File: src/rtl/sxm_pkg.sv
package sxm_pkg;
  parameter int unsigned SXM_DATA_W = 8;

  typedef enum logic {
    MODE_ASYNC = 1'b0,
    MODE_SYNC  = 1'b1
  } tx_mode_e;
endpackage

File: src/rtl/sxm_txbuf.sv
module sxm_txbuf #(
  parameter int unsigned DATA_W = sxm_pkg::SXM_DATA_W
) (
  input  logic              clk_i,
  input  logic              rst_ni,
  input  logic              wr_i,
  input  logic [DATA_W-1:0] wdata_i,
  input  logic              pop_i,
  output logic              full_o,
  output logic [DATA_W-1:0] data_o
);
  logic              full_q;
  logic [DATA_W-1:0] data_q;

  always_ff @(posedge clk_i or negedge rst_ni) begin
    if (!rst_ni) begin
      full_q <= 1'b0;
      data_q <= '0;
    end else if (pop_i) begin
      full_q <= 1'b0;
    end else if (wr_i && !full_q) begin
      full_q <= 1'b1;
      data_q <= wdata_i;
    end
  end

  assign full_o = full_q;
  assign data_o = data_q;
endmodule

File: src/rtl/sxm_txshift.sv
module sxm_txshift
  import sxm_pkg::*;
#(
  parameter int unsigned       DATA_W   = SXM_DATA_W,
  parameter logic [DATA_W-1:0] IDLE_PAT = 8'h7E
) (
  input  logic              clk_i,
  input  logic              rst_ni,
  input  logic              tx_en_i,
  input  logic              bit_en_i,
  input  tx_mode_e          mode_i,
  input  logic              load_i,
  input  logic [DATA_W-1:0] ldata_i,
  input  logic              idle_sel_i,
  output logic              txd_o,
  output logic              busy_o,
  output logic              bnd_o
);
  localparam int unsigned SH_W  = DATA_W + 1;
  localparam int unsigned CNT_W = $clog2(DATA_W + 2);
  localparam int unsigned PH_W  = $clog2(DATA_W);
  localparam logic [CNT_W-1:0] ASYNC_REM = CNT_W'(DATA_W + 1);
  localparam logic [CNT_W-1:0] SYNC_REM  = CNT_W'(DATA_W - 1);
  localparam logic [PH_W-1:0]  PH_LAST   = PH_W'(DATA_W - 1);

  logic             txd_q;
  logic [SH_W-1:0]  sh_q;
  logic [CNT_W-1:0] cnt_q;
  logic             busy_q;
  logic [PH_W-1:0]  ph_q;

  always_ff @(posedge clk_i or negedge rst_ni) begin
    if (!rst_ni) begin
      txd_q  <= 1'b1;
      sh_q   <= '0;
      cnt_q  <= '0;
      busy_q <= 1'b0;
      ph_q   <= '0;
    end else if (!tx_en_i) begin
      txd_q  <= 1'b1;
      cnt_q  <= '0;
      busy_q <= 1'b0;
      ph_q   <= '0;
    end else if (bit_en_i) begin
      if (cnt_q != '0) begin
        txd_q <= sh_q[0];
        sh_q  <= sh_q >> 1;
        cnt_q <= cnt_q - 1'b1;
      end else if (load_i) begin
        busy_q <= 1'b1;
        ph_q   <= '0;
        if (mode_i == MODE_SYNC) begin
          txd_q <= ldata_i[0];
          sh_q  <= {2'b00, ldata_i[DATA_W-1:1]};
          cnt_q <= SYNC_REM;
        end else begin
          txd_q <= 1'b0;                  // start bit
          sh_q  <= {1'b1, ldata_i};       // stop bit above data
          cnt_q <= ASYNC_REM;
        end
      end else begin
        busy_q <= 1'b0;
        if (mode_i == MODE_SYNC && idle_sel_i) begin
          txd_q <= IDLE_PAT[ph_q];
          ph_q  <= (ph_q == PH_LAST) ? '0 : ph_q + 1'b1;
        end else begin
          txd_q <= 1'b1;
        end
      end
    end
  end

  assign txd_o  = txd_q;
  assign busy_o = busy_q;
  assign bnd_o  = (cnt_q == '0);
endmodule

File: src/rtl/sxm_modem.sv
module sxm_modem (
  input  logic clk_i,
  input  logic rst_ni,
  input  logic tx_en_i,
  input  logic auto_en_i,
  input  logic sync_i,
  input  logic cts_i,
  input  logic bit_en_i,
  input  logic bnd_i,
  input  logic busy_i,
  input  logic buf_full_i,
  input  logic rts_bit_i,
  input  logic udr_clr_i,
  output logic load_o,
  output logic rts_o,
  output logic udr_flag_o,
  output logic cts_sts_o
);
  logic cts_block;
  logic slot;
  logic udr_set;
  logic udr_q;
  logic cts_q;

  assign cts_block = auto_en_i & cts_i;
  assign slot      = tx_en_i & bit_en_i & bnd_i;
  assign load_o    = slot & buf_full_i & ~cts_block;
  // synchronous character ended with nothing following
  assign udr_set   = slot & sync_i & busy_i & ~load_o;

  always_ff @(posedge clk_i or negedge rst_ni) begin
    if (!rst_ni) begin
      udr_q <= 1'b0;
      cts_q <= 1'b0;
    end else begin
      cts_q <= cts_i;
      if (udr_set)        udr_q <= 1'b1;
      else if (udr_clr_i) udr_q <= 1'b0;
    end
  end

  assign rts_o      = (auto_en_i & ~sync_i & tx_en_i & busy_i) ? 1'b0 : rts_bit_i;
  assign udr_flag_o = udr_q;
  assign cts_sts_o  = cts_q;
endmodule

File: src/rtl/sxm_modem_tx.sv
module sxm_modem_tx
  import sxm_pkg::*;
#(
  parameter int unsigned       DATA_W   = SXM_DATA_W,
  parameter logic [DATA_W-1:0] IDLE_PAT = 8'h7E
) (
  input  logic              clk_i,
  input  logic              rst_ni,
  input  logic              tx_en_i,
  input  logic              sync_mode_i,
  input  logic              auto_en_i,
  input  logic              bit_en_i,
  input  logic              wr_i,
  input  logic [DATA_W-1:0] wdata_i,
  output logic              buf_full_o,
  input  logic              cts_i,
  output logic              cts_sts_o,
  input  logic              rts_bit_i,
  output logic              rts_o,
  input  logic              idle_sel_i,
  input  logic              udr_clr_i,
  output logic              udr_flag_o,
  output logic              txd_o
);
  logic              load;
  logic              busy;
  logic              bnd;
  logic              full;
  logic [DATA_W-1:0] bdata;
  tx_mode_e          mode;

  assign mode = tx_mode_e'(sync_mode_i);

  sxm_txbuf #(.DATA_W(DATA_W)) u_buf (
    .clk_i   (clk_i),
    .rst_ni  (rst_ni),
    .wr_i    (wr_i),
    .wdata_i (wdata_i),
    .pop_i   (load),
    .full_o  (full),
    .data_o  (bdata)
  );

  sxm_txshift #(.DATA_W(DATA_W), .IDLE_PAT(IDLE_PAT)) u_shift (
    .clk_i      (clk_i),
    .rst_ni     (rst_ni),
    .tx_en_i    (tx_en_i),
    .bit_en_i   (bit_en_i),
    .mode_i     (mode),
    .load_i     (load),
    .ldata_i    (bdata),
    .idle_sel_i (idle_sel_i),
    .txd_o      (txd_o),
    .busy_o     (busy),
    .bnd_o      (bnd)
  );

  sxm_modem u_modem (
    .clk_i      (clk_i),
    .rst_ni     (rst_ni),
    .tx_en_i    (tx_en_i),
    .auto_en_i  (auto_en_i),
    .sync_i     (sync_mode_i),
    .cts_i      (cts_i),
    .bit_en_i   (bit_en_i),
    .bnd_i      (bnd),
    .busy_i     (busy),
    .buf_full_i (full),
    .rts_bit_i  (rts_bit_i),
    .udr_clr_i  (udr_clr_i),
    .load_o     (load),
    .rts_o      (rts_o),
    .udr_flag_o (udr_flag_o),
    .cts_sts_o  (cts_sts_o)
  );

  assign buf_full_o = full;
endmodule

File: config.mk
export PLATFORM = sky130hd
export DESIGN_NAME = sxm_modem_tx
export DESIGN_NICKNAME = d
export VERILOG_FILES = /design/src/rtl/sxm_pkg.sv /design/src/rtl/sxm_txbuf.sv /design/src/rtl/sxm_txshift.sv /design/src/rtl/sxm_modem.sv /design/src/rtl/sxm_modem_tx.sv
export SDC_FILE = /design/constraint.sdc
export NUM_CORES = 1
export LEC_CHECK = 0
export BUFFER_PORTS_ARGS = -buffer_cell sky130_fd_sc_hd__buf_2
export CAP_MARGIN = 20
export CELL_PAD_IN_SITES_DETAIL_PLACEMENT = 1
export CELL_PAD_IN_SITES_GLOBAL_PLACEMENT = 1
export CORE_MARGIN = 2
export CORE_UTILIZATION = 30
export CTS_CLUSTER_DIAMETER = 120
export DETAILED_ROUTE_END_ITERATION = 12
export MAX_ROUTING_LAYER = met4
export PLACE_DENSITY = 0.67
export SKIP_CTS_REPAIR_TIMING = 1
export SYNTH_ARGS = -nofsm -noshare
export SYNTH_HDL_FRONTEND = slang
export SYNTH_SLANG_ARGS = --single-unit
File: constraint.sdc
create_clock -name clk_i -period 1.7 [get_ports clk_i]
set_clock_uncertainty 0.05 [all_clocks]
set_input_delay 0.255 -clock clk_i [delete_from_list [all_inputs] [get_ports clk_i]]
set_output_delay 0.255 -clock clk_i [all_outputs]
set_load 0.01 [all_outputs]
# Yosys cells after proc, flatten, opt, wreduce, memory -nomap -nowiden
# Memory sizes are Yosys's and may differ from the RTL's.
# Index checks and enable logic that the tools add are counted.
# totals
ff_bits	29
latchBits	0
ramBits	0
rom_bits	8
output_inout_bits	5
word_cells	75
memories	1
# memory_table
name	words	width	read_ports	rd_clocked_by_memory_dff	write_ports	line	rtl
(name not given)	8	1	1	0	0	sxm_txshift.sv:64	txd_q <= IDLE_PAT[ph_q];
# classes
addsub	2
mul	0
div_mod_pow	0
order_cmp	1
n_eq_ne	5
shifts	0
muxes	30
bitwise	14
reduce_logical	13
# op_table
op	count
$mux W9	3
$mux W4	5
$mux W3	6
$mux W1	16
$and A1 B1 Y1	11
$ne A3 B1 Y1 const B	2
$reduce_and A2 Y1	3
$reduce_and A3 Y1	2
$reduce_bool A2 Y1	3
$logic_not A4 Y1	1
$lt A3 B4 Y1 const B	1
$reduce_bool A4 Y1	1
$sub A4 B1 Y4 const B	1
$add A3 B1 Y3 const B	1
$eq A3 B3 Y1 const B	1
$not A1 Y1	3
$logic_and A1 B1 Y1	2
$ne A2 B1 Y1 const B	1
$ne A2 B2 Y1 const B	1
$logic_not A1 Y1	1

# Longest topological paths before layout
# Gate-level depths: netlist of the first run.
# logic_depth
ltp_word	8
ltp_mapped	7
depth_no_buf	6

# Cells and area by module
# Synthesis of the first run repeated with hierarchy kept, for this count alone.
# hier_totals
hier_cells	135
hier_area_um2	1624.1
# modules_own_cells
module	n_inst	cells_each	area_per_inst_um2	seq_area_each_um2
sxm_txshift	1	105	1167.4	451.7
sxm_txbuf	1	20	341.6	225.2
sxm_modem	1	10	115.1	50.0

# Worst setup path before layout of the first run
# No wires, ideal clock.
# synth_timing
kind	register to register
from	reg u_shift.cnt_q[0]
to	reg u_shift.txd_q (netlist: u_shift.txd_o)
setup_ns	0.072
arrival_ns	1.649
required_time_ns	1.578
path_slack_ns	-0.071
path_stages_with_launch	7
path_cell_list	dfrtp_1 > inv_1 > ha_1 > or3b_1 > buf_2 > o311a_1 > o21ai_1
# synth_between
elab_chain_len	8
elab_cells_between_ends	9
cone_classes	mux (4); bitwise (3); reduce/logical (2)
# synth_lines
item	line	rtl
from (decl)	sxm_txshift.sv:28	logic [CNT_W-1:0] cnt_q;
from (signal assigned)	sxm_txshift.sv:48	cnt_q <= cnt_q - 1'b1;
$logic_not A4 Y1	sxm_txshift.sv:75	assign bnd_o = (cnt_q == '0);
$and A1 B1 Y1	sxm_modem.sv:26	assign slot = tx_en_i & bit_en_i & bnd_i;
$and A1 B1 Y1 (2 in series)	sxm_modem.sv:27	assign load_o = slot & buf_full_i & ~cts_block;
$mux W1	sxm_txshift.sv:49	end else if (load_i) begin
$mux W1 (*)	sxm_txshift.sv:45	if (cnt_q != '0) begin
$mux W1 (*)	sxm_txshift.sv:44	end else if (bit_en_i) begin
$mux W1 (*)	sxm_txshift.sv:39	end else if (!tx_en_i) begin
to (signal assigned)	sxm_txshift.sv:46	txd_q <= sh_q[0];
to (signal assigned)	sxm_txshift.sv:53	txd_q <= ldata_i[0];
to (signal assigned)	sxm_txshift.sv:64	
to (decl)	sxm_txshift.sv:26	logic txd_q;
# Every way passes the cells marked *; elsewhere a longest branch is shown, timed or not. The select of a mux whose other input is x is not followed.
# A chain may end at the register's enable or synchronous reset.

# Final worst setup path of the first run
# layout_timing
from	reg u_shift.cnt_q[0]
to	reg u_shift.cnt_q[3]
# layout_between
elab_chain_len	6
elab_cells_between_ends	11
cone_classes	add/sub (1); eq/ne (1); mux (3); bitwise (3); reduce/logical (3)
# layout_lines
item	line
$logic_not A4 Y1	sxm_txshift.sv:75
$and A1 B1 Y1	sxm_modem.sv:26
$and A1 B1 Y1 (2 in series)	sxm_modem.sv:27
$ne A3 B1 Y1 (no source line)	n/a
$reduce_and A2 Y1 (no source line)	n/a
# Several ways; a longest one is shown, not always the timed one. The select of a mux whose other input is x is not followed.

==> results_dict.tcl, run 1 <==
set metrics [dict create \
    syn-mean-instance-area_um2 9.98 \
    grt.total_usage 0.152 \
    cts_tree "done" \
    clock_sinks 29 \
    rsz0062_at_grt "true" \
    synthAdderAreaFrac 0.0418 \
    synth.distinct_cells 34 \
    clk_latency_ns 0.28 \
    cp.required_ns 1.82 \
    syn-cell-area_um2 1500 \
    synthTopCellsByArea "dfrtp_1 (47%), mux2_2 (6.8%), mux2i_1 (5.3%)" \
    hold_ws_ns 0.0584 \
    drt-vias-per-instance 4.76 \
    synth_warnings 0 \
    hpwl_um 2710 \
    multi_input_area_um2 776 \
    fin_crit_ns 1.68 \
    synth_seq_cells 29 \
    power_frac_comb 0.309 \
    die_area_um2 5570 \
    maxSlewHeadroom 0.543 \
    io_buffers 23 \
    fmax_mhz 595 \
    internal-power_mw 1.94 \
    ant_nets 0 \
    path_max_fanout 6 \
    wl_per_cell_um 15.0 \
    vdd_drop_max_v 0.000579 \
    worst-setup-path-type "flop to flop" \
    setup_ws_ns 0.0201 \
    fin_nets 214 \
    antenna_found_initial 0 \
    min_path_cells 1 \
    cp.arrival_ns 1.80 \
    max_cap_viol_count 0 \
    grt_pass1_wl_um 6130 \
    pwr-share-seq 0.385 \
    num_vias 1228 \
    fin_crit_sh 0.988 \
    p_sw_uw 851 \
    gr-total-overflow 0 \
    tightest_slew_ns 0.685 \
    synth_xor_area_frac 0 \
    regToRegSetupSlack_ns 0.02 \
    clock_path_buffers 2 \
    num-fill-cells 560 \
    critPathCaptureType "flop" \
    crit_path_end "u_shift.cnt_q[3]" \
    hold_viol 0 \
    drt_wl_total_um 3870 \
    sw_frac_of_total 0.304 \
    drt_iter0_markers 38 \
    cts_buffers 5 \
    initial_core_util 0.315 \
    antenna_cells 0 \
    firstDrtPassIters 6 \
    yosysMostFrequentCell "dfrtp_1" \
    hp-class "input pin to flop" \
    synth_top_area_cell "dfrtp_1" \
    chipWidth_um 74.7 \
    syn_nets 174 \
    ios 24 \
    area_growth_pct 34.7 \
    synth_top_family_by_area "compound AO/OA/AOI/OAI gates" \
    drv_slew 0 \
    place_inst 245 \
    power.total_mw 2.79 \
    status "completed" \
    worstRegToRegCells 6 \
    ys_seq_area_frac 0.485 \
    drc 0 \
    first_global_vias 1319 \
    reg2reg_to "u_shift.cnt_q[3]" \
    stdcell_count 258 \
    rows 25 \
    synth_edf_count 0 \
    worstSetupStartpointType "flop" \
    crit_start "u_shift.cnt_q[0]" \
    synth_simple_gate_area_frac 0.154 \
    synth_top_area_frac 0.468 \
    htree_levels 2 \
    grt_max_degree 30 \
    clkPwrFrac 0.306 \
    synth.area.mux_share 0.121 \
    synthCells 150 \
    synth_commonest_cells "dfrtp_1 (28), nor2_1 (15), a21oi_1 (13), nand2_1 (12), o21ai_0 (11)" \
    synth-main-ff-cell "dfrtp_1" \
    r2r_start "u_shift.cnt_q[0]" \
    core-area_um2 4750 \
    setup_viol 0 \
    place_congestion 0.814 \
    power_density_nw_per_um2 1390 \
    p_leak_nw 0.921 \
    ff_latch_area_um2 727 \
    dp_slack_ns -0.00802 \
    ctsRootBufferMaster "clkbuf_8" \
    die_y_um 74.7 \
    clkSlewWorstSetupHoldPaths_ns 0.07 \
    async_flop_share 1.00 \
    layout-drive-gt1-share 0.356 \
    synth_compound_area_frac 0.160 \
]
==> state kept, by name, summed over array words and instances (netlist names) <==
| name | count |
|---|---|
| u_buf.data_o | 8 |
| u_buf.full_o | 1 |
| u_modem.cts_sts_o | 1 |
| u_modem.udr_flag_o | 1 |
| u_shift.busy_o | 1 |
| u_shift.cnt_q | 4 |
| u_shift.ph_q | 3 |
| u_shift.sh_q | 9 |
| u_shift.txd_o | 1 |
==> through the flow <==
| stage | TNS (ns) | instance area [um^2] | utilization |
|---|---|---|---|
| 2_1_floorplan | -0.000851 | 1510 | - |
| 4_1_cts | -0.0485 | 1920 | 0.404 |
| 3_3_place_gp | 0 | 1790 | 0.376 |
| 6_report | 0 | 2020 | 0.424 |
| 5_1_grt | -0.312 | 2020 | 0.424 |
| 3_5_place_dp | -0.00802 | 1790 | 0.376 |
==> layout by cell type, fill, tap and decap left out, types with 3 or more instances in the layout <==
cell,synthesis,routed
ha_1,5,4
nor2_1,15,13
nor2b_1,4,4
buf_2,4,23
mux2_2,9,9
nor3_1,3,3
dfrtp_1,28,28
o21ai_0,11,6
mux2i_1,8,8
nand2_1,12,12
o21ai_1,1,6
a21oi_1,13,13
clkbuf_8,0,5
buf_4,0,14
inv_1,7,5
==> worst min path at each step <==
stage	startpoint	end	slack [ns]
2_1_floorplan	rst_ni	u_buf.data_o[0]	-0.09
3_3_place_gp	rst_ni	u_shift.cnt_q[3]	0.26
3_5_place_dp	rst_ni	u_shift.cnt_q[3]	0.28
4_1_cts	rst_ni	u_shift.cnt_q[3]	-0.02
5_1_grt	cts_i	u_modem.cts_sts_o	0.04
6_report	cts_i	u_modem.cts_sts_o	0.06
==> area by class of cell <==
| cell class | instances | share of cell area |
|---|---|---|
| Multi-Input combinational cell | 107 | 0.385 |
| Clock buffer | 5 | 0.0341 |
| Inverter | 7 | 0.0130 |
| Clock inverter | 3 | 0.0323 |
| Sequential cell | 29 | 0.360 |
| Tap cell | 67 | 0.0416 |
| Timing Repair Buffer | 40 | 0.134 |
==> cell families (layout without fill, tap and decap cells) <==
group                      Yosys count  after routing
muxes                               17             17
adders and majority gates            5              5
AOI/OAI and AO/OA                   39             39
DFF                                 29             29
buffers and inverters               14             55
and+or+nand+nor                     46             46
==> per-layer routing <==
layer / up-vias / share of wire / track usage
li1: 614 / - / -
met3: 4 / 0.017 / 0.0281
met1: 595 / 0.45 / 0.181
met5: - / 0 / -
met2: 15 / 0.51 / 0.252
met4: 0 / 0.020 / 0.0655
==> worst max-delay path, stage by stage, from the launching register on <==
cell	delay [ns]
dfrtp_1	0.41
inv_2	0.10
ha_4	0.15
or3b_4	0.43
nor2_1	0.11
o21ai_1	0.08
a31o_2	0.24
==> power groups by stage <==
stage	clock (mW)	combinational (mW)	sequential, mW
finish	0.855	0.865	1.08
CTS	0.877	0.788	1.07
global placement	0	0.747	1.07
floorplan	0	0.533	1.03
global route	0.911	0.967	1.11
detailed placement	0	0.785	1.08
Power figures use the tool's default switching activity.
==> run 2, diff against run 1 <==
- ABC_AREA: not set -> 1
- PLACE_DENSITY: 0.67 -> 0.69
==> results_dict.tcl, run 2 <==
set metrics [dict create \
    tightest_slew_ns 0.645 \
    grt_max_degree 30 \
    cts_tree "done" \
    wl_met2_um 1740 \
    cp_cell_sequence "inv_2 -> ha_4 -> nand2_2 -> nor2_4 -> nand3_4 -> nand3_4 -> nand2_2 -> nand2_1 -> nand2_1" \
    drc 0 \
    synth.distinct_cells 30 \
    cp_top_family "simple AND/OR/NAND/NOR gates" \
    reg2reg_to "u_shift.ph_q[0]" \
    synth_top_area_frac 0.441 \
    r2r_start "u_shift.cnt_q[0]" \
    fin_setup_tns_ns 0 \
    syn-cell-area_um2 1590 \
    fin_nets 250 \
    clock_path_buffers 2 \
    synth_top_area_cell "dfrtp_1" \
    synthAdderAreaFrac 0.0393 \
    critical-path-max-stage-delay_ns 0.40 \
    synthTopCellsByArea "dfrtp_1 (44%), nand2_1 (12%), nor2_1 (5.2%)" \
    die_area_um2 5900 \
    area_growth_pct 21.3 \
    clkPwrFrac 0.171 \
    largest_register_ffs 9 \
    stdcell_count 296 \
    met1Wirelength_um 1860 \
    path_buf_inv 1 \
    place_inst 285 \
    cp.arrival_ns 1.70 \
    antenna_cells 0 \
    place_area_um2 1780 \
    syn_nets 217 \
    clk_latency_ns 0.28 \
    grt_pass1_wl_um 6670 \
    maxSlewHeadroom 0.570 \
    ios 24 \
    hold_viol 28 \
    slowest_stage "dfrtp_1" \
    synth_compound_area_frac 0.138 \
    wl_per_cell_um 12.7 \
    worstRegToRegCells 9 \
    syn-mean-instance-area_um2 8.24 \
    critPathCaptureType "flop" \
    drt_wl_total_um 3770 \
    p_sw_mw 1.40 \
    clock_sinks 29 \
    gr-total-overflow 0 \
    synth_seq_cells 29 \
    worstSetupStartpointType "flop" \
    path_max_fanout 7 \
    ctsRootBufferMaster "clkbuf_8" \
    chipWidth_um 76.8 \
    max_cap_viol_count 0 \
    layout-drive-gt1-share 0.279 \
    status "finished with violations" \
    worst-setup-path-type "flop to flop" \
    hpwl_um 2760 \
    drt_iter0_markers 44 \
    cp.required_ns 1.81 \
    synth_edf_count 0 \
    async_flop_share 1.00 \
    firstDrtPassIters 4 \
    first_global_vias 1442 \
    synth_simple_gate_area_frac 0.257 \
    p_leak_nw 0.934 \
    ant_nets 0 \
    drt-vias-per-instance 4.66 \
    core-area_um2 5110 \
    num_vias 1378 \
    internal-power_mw 1.95 \
    cts_buffers 5 \
    vdd_drop_max_v 0.000722 \
    synth_warnings 0 \
    fin_crit_ns 1.59 \
    regToRegSetupSlack_ns 0.11 \
    hp-class "input pin to asynchronous set/reset pin" \
    route.met3.wl_um 101 \
    pwr-share-seq 0.360 \
    htree_levels 2 \
    grt.total_usage 0.146 \
    rows 26 \
    power_frac_comb 0.468 \
    fmax_mhz 630 \
    ys_seq_area_frac 0.457 \
    die_y_um 76.8 \
    setup_viol 0 \
    top_layer "met4" \
    synth_top_family_by_area "simple AND/OR/NAND/NOR gates" \
    drv_slew 0 \
    yosysMostFrequentCell "nand2_1" \
    violations "negative hold slack" \
    synth.area.mux_share 0.0283 \
    io_buffers 23 \
    antenna_found_initial 0 \
    hold_ws_ns -0.0519 \
    design_area_um2 1930 \
    final_cell_mix "nand2_1 (47), dfrtp_1 (28), buf_2 (23)" \
    power_density_nw_per_um2 1740 \
    synth_xor_area_frac 0 \
    largest-register "u_shift.sh_q" \
    rsz0062_at_grt "false" \
    fin_crit_sh 0.933 \
    initial_core_util 0.311 \
    synth-main-ff-cell "dfrtp_1" \
    synthCells 193 \
    place_congestion 0.811 \
    synth_commonest_cells "nand2_1 (49), dfrtp_1 (28), nor2_1 (22), inv_1 (17), nand3_1 (11)" \
    final_common_cell "nand2_1" \
    clkSlewWorstSetupHoldPaths_ns 0.06 \
    sw_frac_of_total 0.417 \
]
-- run 2: how the worst max path moves through the flow --
| stage | from | end | slack [ns] | depth (start not counted) |
|---|---|---|---|---|
| 3_3_place_gp | u_shift.cnt_q[0] | u_shift.sh_q[7] | 0.05 | 8 |
| 6_report | u_shift.cnt_q[0] | u_shift.ph_q[0] | 0.11 | 9 |
| 4_1_cts | u_shift.cnt_q[0] | u_shift.sh_q[7] | -0.04 | 8 |
| 5_1_grt | u_shift.cnt_q[0] | u_shift.ph_q[0] | 0.002 | 9 |
| 2_1_floorplan | u_shift.cnt_q[0] | u_shift.ph_q[0] | 0.23 | 9 |
| 3_5_place_dp | u_shift.cnt_q[0] | u_shift.sh_q[7] | -0.02 | 8 |
-- run 2: final cells by class --
cell class	count	area (um^2)
tap	70	87.6
inverter	19	71.3
multi-input combinational	139	771
clock buffer	7	86.3
sequential	29	727
fill	628	3180
timing repair buffer	32	186
-- run 2: per-layer routing --
metal  global-route usage  up-vias
li1                     -      696
met1                0.185      657
met2                0.225       21
met3               0.0306        4
met4               0.0655        0
met5                    -        -
-- run 2: cells by family (layout without fill, tap and decap cells) --
group / after synthesis / after routing
adder cells (fa/ha/maj): 5 / 5
flip-flops: 29 / 29
multiplexers: 4 / 4
buffers and inverters: 26 / 58
AND/OR/NAND/NOR: 93 / 93
AO/OA/AOI/OAI: 36 / 37
-- run 2: metrics by stage --
step | util | worst slack (ns) | hold WS, ns | total power [mW]
3_5_place_dp | 0.349 | -0.0203 | 0.272 | 2.69
4_1_cts | 0.366 | -0.0373 | -0.0252 | 3.28
3_3_place_gp | 0.349 | 0.0517 | 0.274 | 2.65
2_1_floorplan | - | 0.235 | -0.0906 | 2.32
6_report | 0.378 | 0.113 | -0.0519 | 3.35
5_1_grt | 0.378 | 0.00220 | 0.0165 | 3.69
-- run 2: power by group through the flow --
| stage | Sequential (mW) | Clock (mW) | Combinational (mW) |
|---|---|---|---|
| 5_1_grt | 1.25 | 0.623 | 1.81 |
| 3_3_place_gp | 1.21 | 0 | 1.44 |
| 4_1_cts | 1.21 | 0.590 | 1.49 |
| 2_1_floorplan | 1.17 | 0 | 1.15 |
| 3_5_place_dp | 1.22 | 0 | 1.47 |
| 6_report | 1.21 | 0.574 | 1.57 |
==> run 3, diff against run 2 <==
- CORE_MARGIN: 2 -> not set
- PLACE_DENSITY: 0.69 -> not set
- PLACE_DENSITY_LB_ADDON: not set -> 0.2
- SLEW_MARGIN: not set -> 30
==> results_dict.tcl, run 3 (same netlist as run 2, synthesis figures left out) <==
set metrics [dict create \
    status "finished with violations" \
    violations "negative hold slack" \
    die_area_um2 5600 \
    initial_core_util 0.311 \
    hold_viol 28 \
    critPathCaptureType "flop" \
    ctsRootBufferMaster "clkbuf_8" \
    hold_ws_ns -0.0358 \
    drt_iter0_markers 35 \
    drv_slew 0 \
    die_y_um 74.8 \
    max_cap_viol_count 0 \
    core-area_um2 5110 \
    final_common_cell "nand2_1" \
    clkSlewWorstSetupHoldPaths_ns 0.07 \
    rows 26 \
    p_leak_nw 0.979 \
    worst-setup-path-type "flop to flop" \
    cp.arrival_ns 1.73 \
    antenna_found_initial 0 \
    fmax_mhz 622 \
    cts_tree "done" \
    ant_nets 0 \
    grt_max_degree 30 \
    firstDrtPassIters 4 \
    drt_wl_total_um 3970 \
    fin_nets 255 \
    power_density_nw_per_um2 1780 \
    grt.total_usage 0.170 \
    fin_crit_sh 0.946 \
    fin_crit_ns 1.61 \
    tightest_slew_ns 0.691 \
    place_inst 289 \
    drt-vias-per-instance 4.60 \
    drc 0 \
    first_global_vias 1452 \
    largest_register_ffs 9 \
    vdd_drop_max_v 0.000623 \
    ios 24 \
    largest-register "u_shift.sh_q" \
    clock_sinks 29 \
    setup_viol 0 \
    hp-class "input pin to asynchronous set/reset pin" \
    cp.required_ns 1.82 \
    stdcell_count 302 \
    clk_latency_ns 0.28 \
    htree_levels 2 \
    worstSetupStartpointType "flop" \
    grt_pass1_wl_um 6900 \
    power.total_mw 3.57 \
    gr-total-overflow 0 \
    fin_util 0.392 \
    wl_per_cell_um 13.2 \
    io_buffers 23 \
    hpwl_um 2910 \
    maxSlewHeadroom 0.539 \
    place_congestion 0.720 \
    layout-drive-gt1-share 0.289 \
    clock_path_buffers 2 \
    area_growth_pct 26.0 \
    chipWidth_um 74.8 \
    cts_buffers 5 \
    path_max_fanout 7 \
    antenna_cells 0 \
    num_vias 1388 \
    final_cell_mix "nand2_1 (49), dfrtp_1 (28), buf_2 (23)" \
]
[run 3: changes by cell type in the layout (fill, tap and decap cells not counted), sizes merged]
cell,change
bufinv,+1
a21oi,-1
buf,+6
[run 3: layer usage]
layer  GRT usage  wire, um
met1       0.228      1990
met2       0.259      1810
met3      0.0321       116
met4      0.0503        49
met5           -         0
[run 3: through the flow]
| stage | hold slack [ns] | worst slack [ns] | setup TNS, ns | area (um^2) |
|---|---|---|---|---|
| finish | -0.0358 | 0.0913 | 0 | 2000 |
| global route | 0.0228 | -0.0115 | -0.0222 | 2000 |
| CTS | -0.00832 | 0.0562 | 0 | 1940 |
| detailed placement | 0.296 | 0.0869 | 0 | 1830 |
| global placement | 0.295 | 0.139 | 0 | 1830 |
| floorplan | -0.0906 | 0.235 | 0 | 1590 |
[run 3: power breakdown]
part           internal [mW]  total, mW  switching, mW
Clock                  0.478      0.751          0.274
Combinational          0.680       1.61          0.928
Sequential             0.994       1.21          0.219
[run 3: path summary, 6_finish.rpt]
| check | startpoint | endpoint | slack [ns] | cells past startpoint |
|---|---|---|---|---|
| setup / recovery | u_shift.cnt_q[0] | u_shift.ph_q[2] | 0.09 | 9 |
| hold / removal | rst_ni | u_shift.cnt_q[0] | -0.04 | 1 |
| setup reg to reg | u_shift.cnt_q[0] | u_shift.ph_q[2] | 0.09 | 9 |
| hold reg to reg | u_shift.sh_q[7] | u_shift.sh_q[7] | 0.45 | 2 |
| max in group asynchronous | rst_ni | u_shift.busy_o | 1.19 | 1 |
| min in group clk_i | cts_i | u_modem.cts_sts_o | 0.07 | 1 |
[run 3: layout make-up]
class,instances,area (um^2)
Multi-Input combinational cell,138,757
Clock inverter,1,30.0
Clock buffer,7,86.3
Inverter,19,71.3
Timing Repair Buffer,38,244
Fill cell,642,3100
Tap cell,70,87.6
Sequential cell,29,727
[run 3: critical path, stage by stage (launching register included)]
cell and delay (ns):
dfrtp_1 0.41, inv_2 0.10, ha_4 0.15, nand2_2 0.06
nor2_4 0.25, nand3_4 0.16, nand3_4 0.12, nand2_1 0.08
nand2_1 0.07, nand2_1 0.05
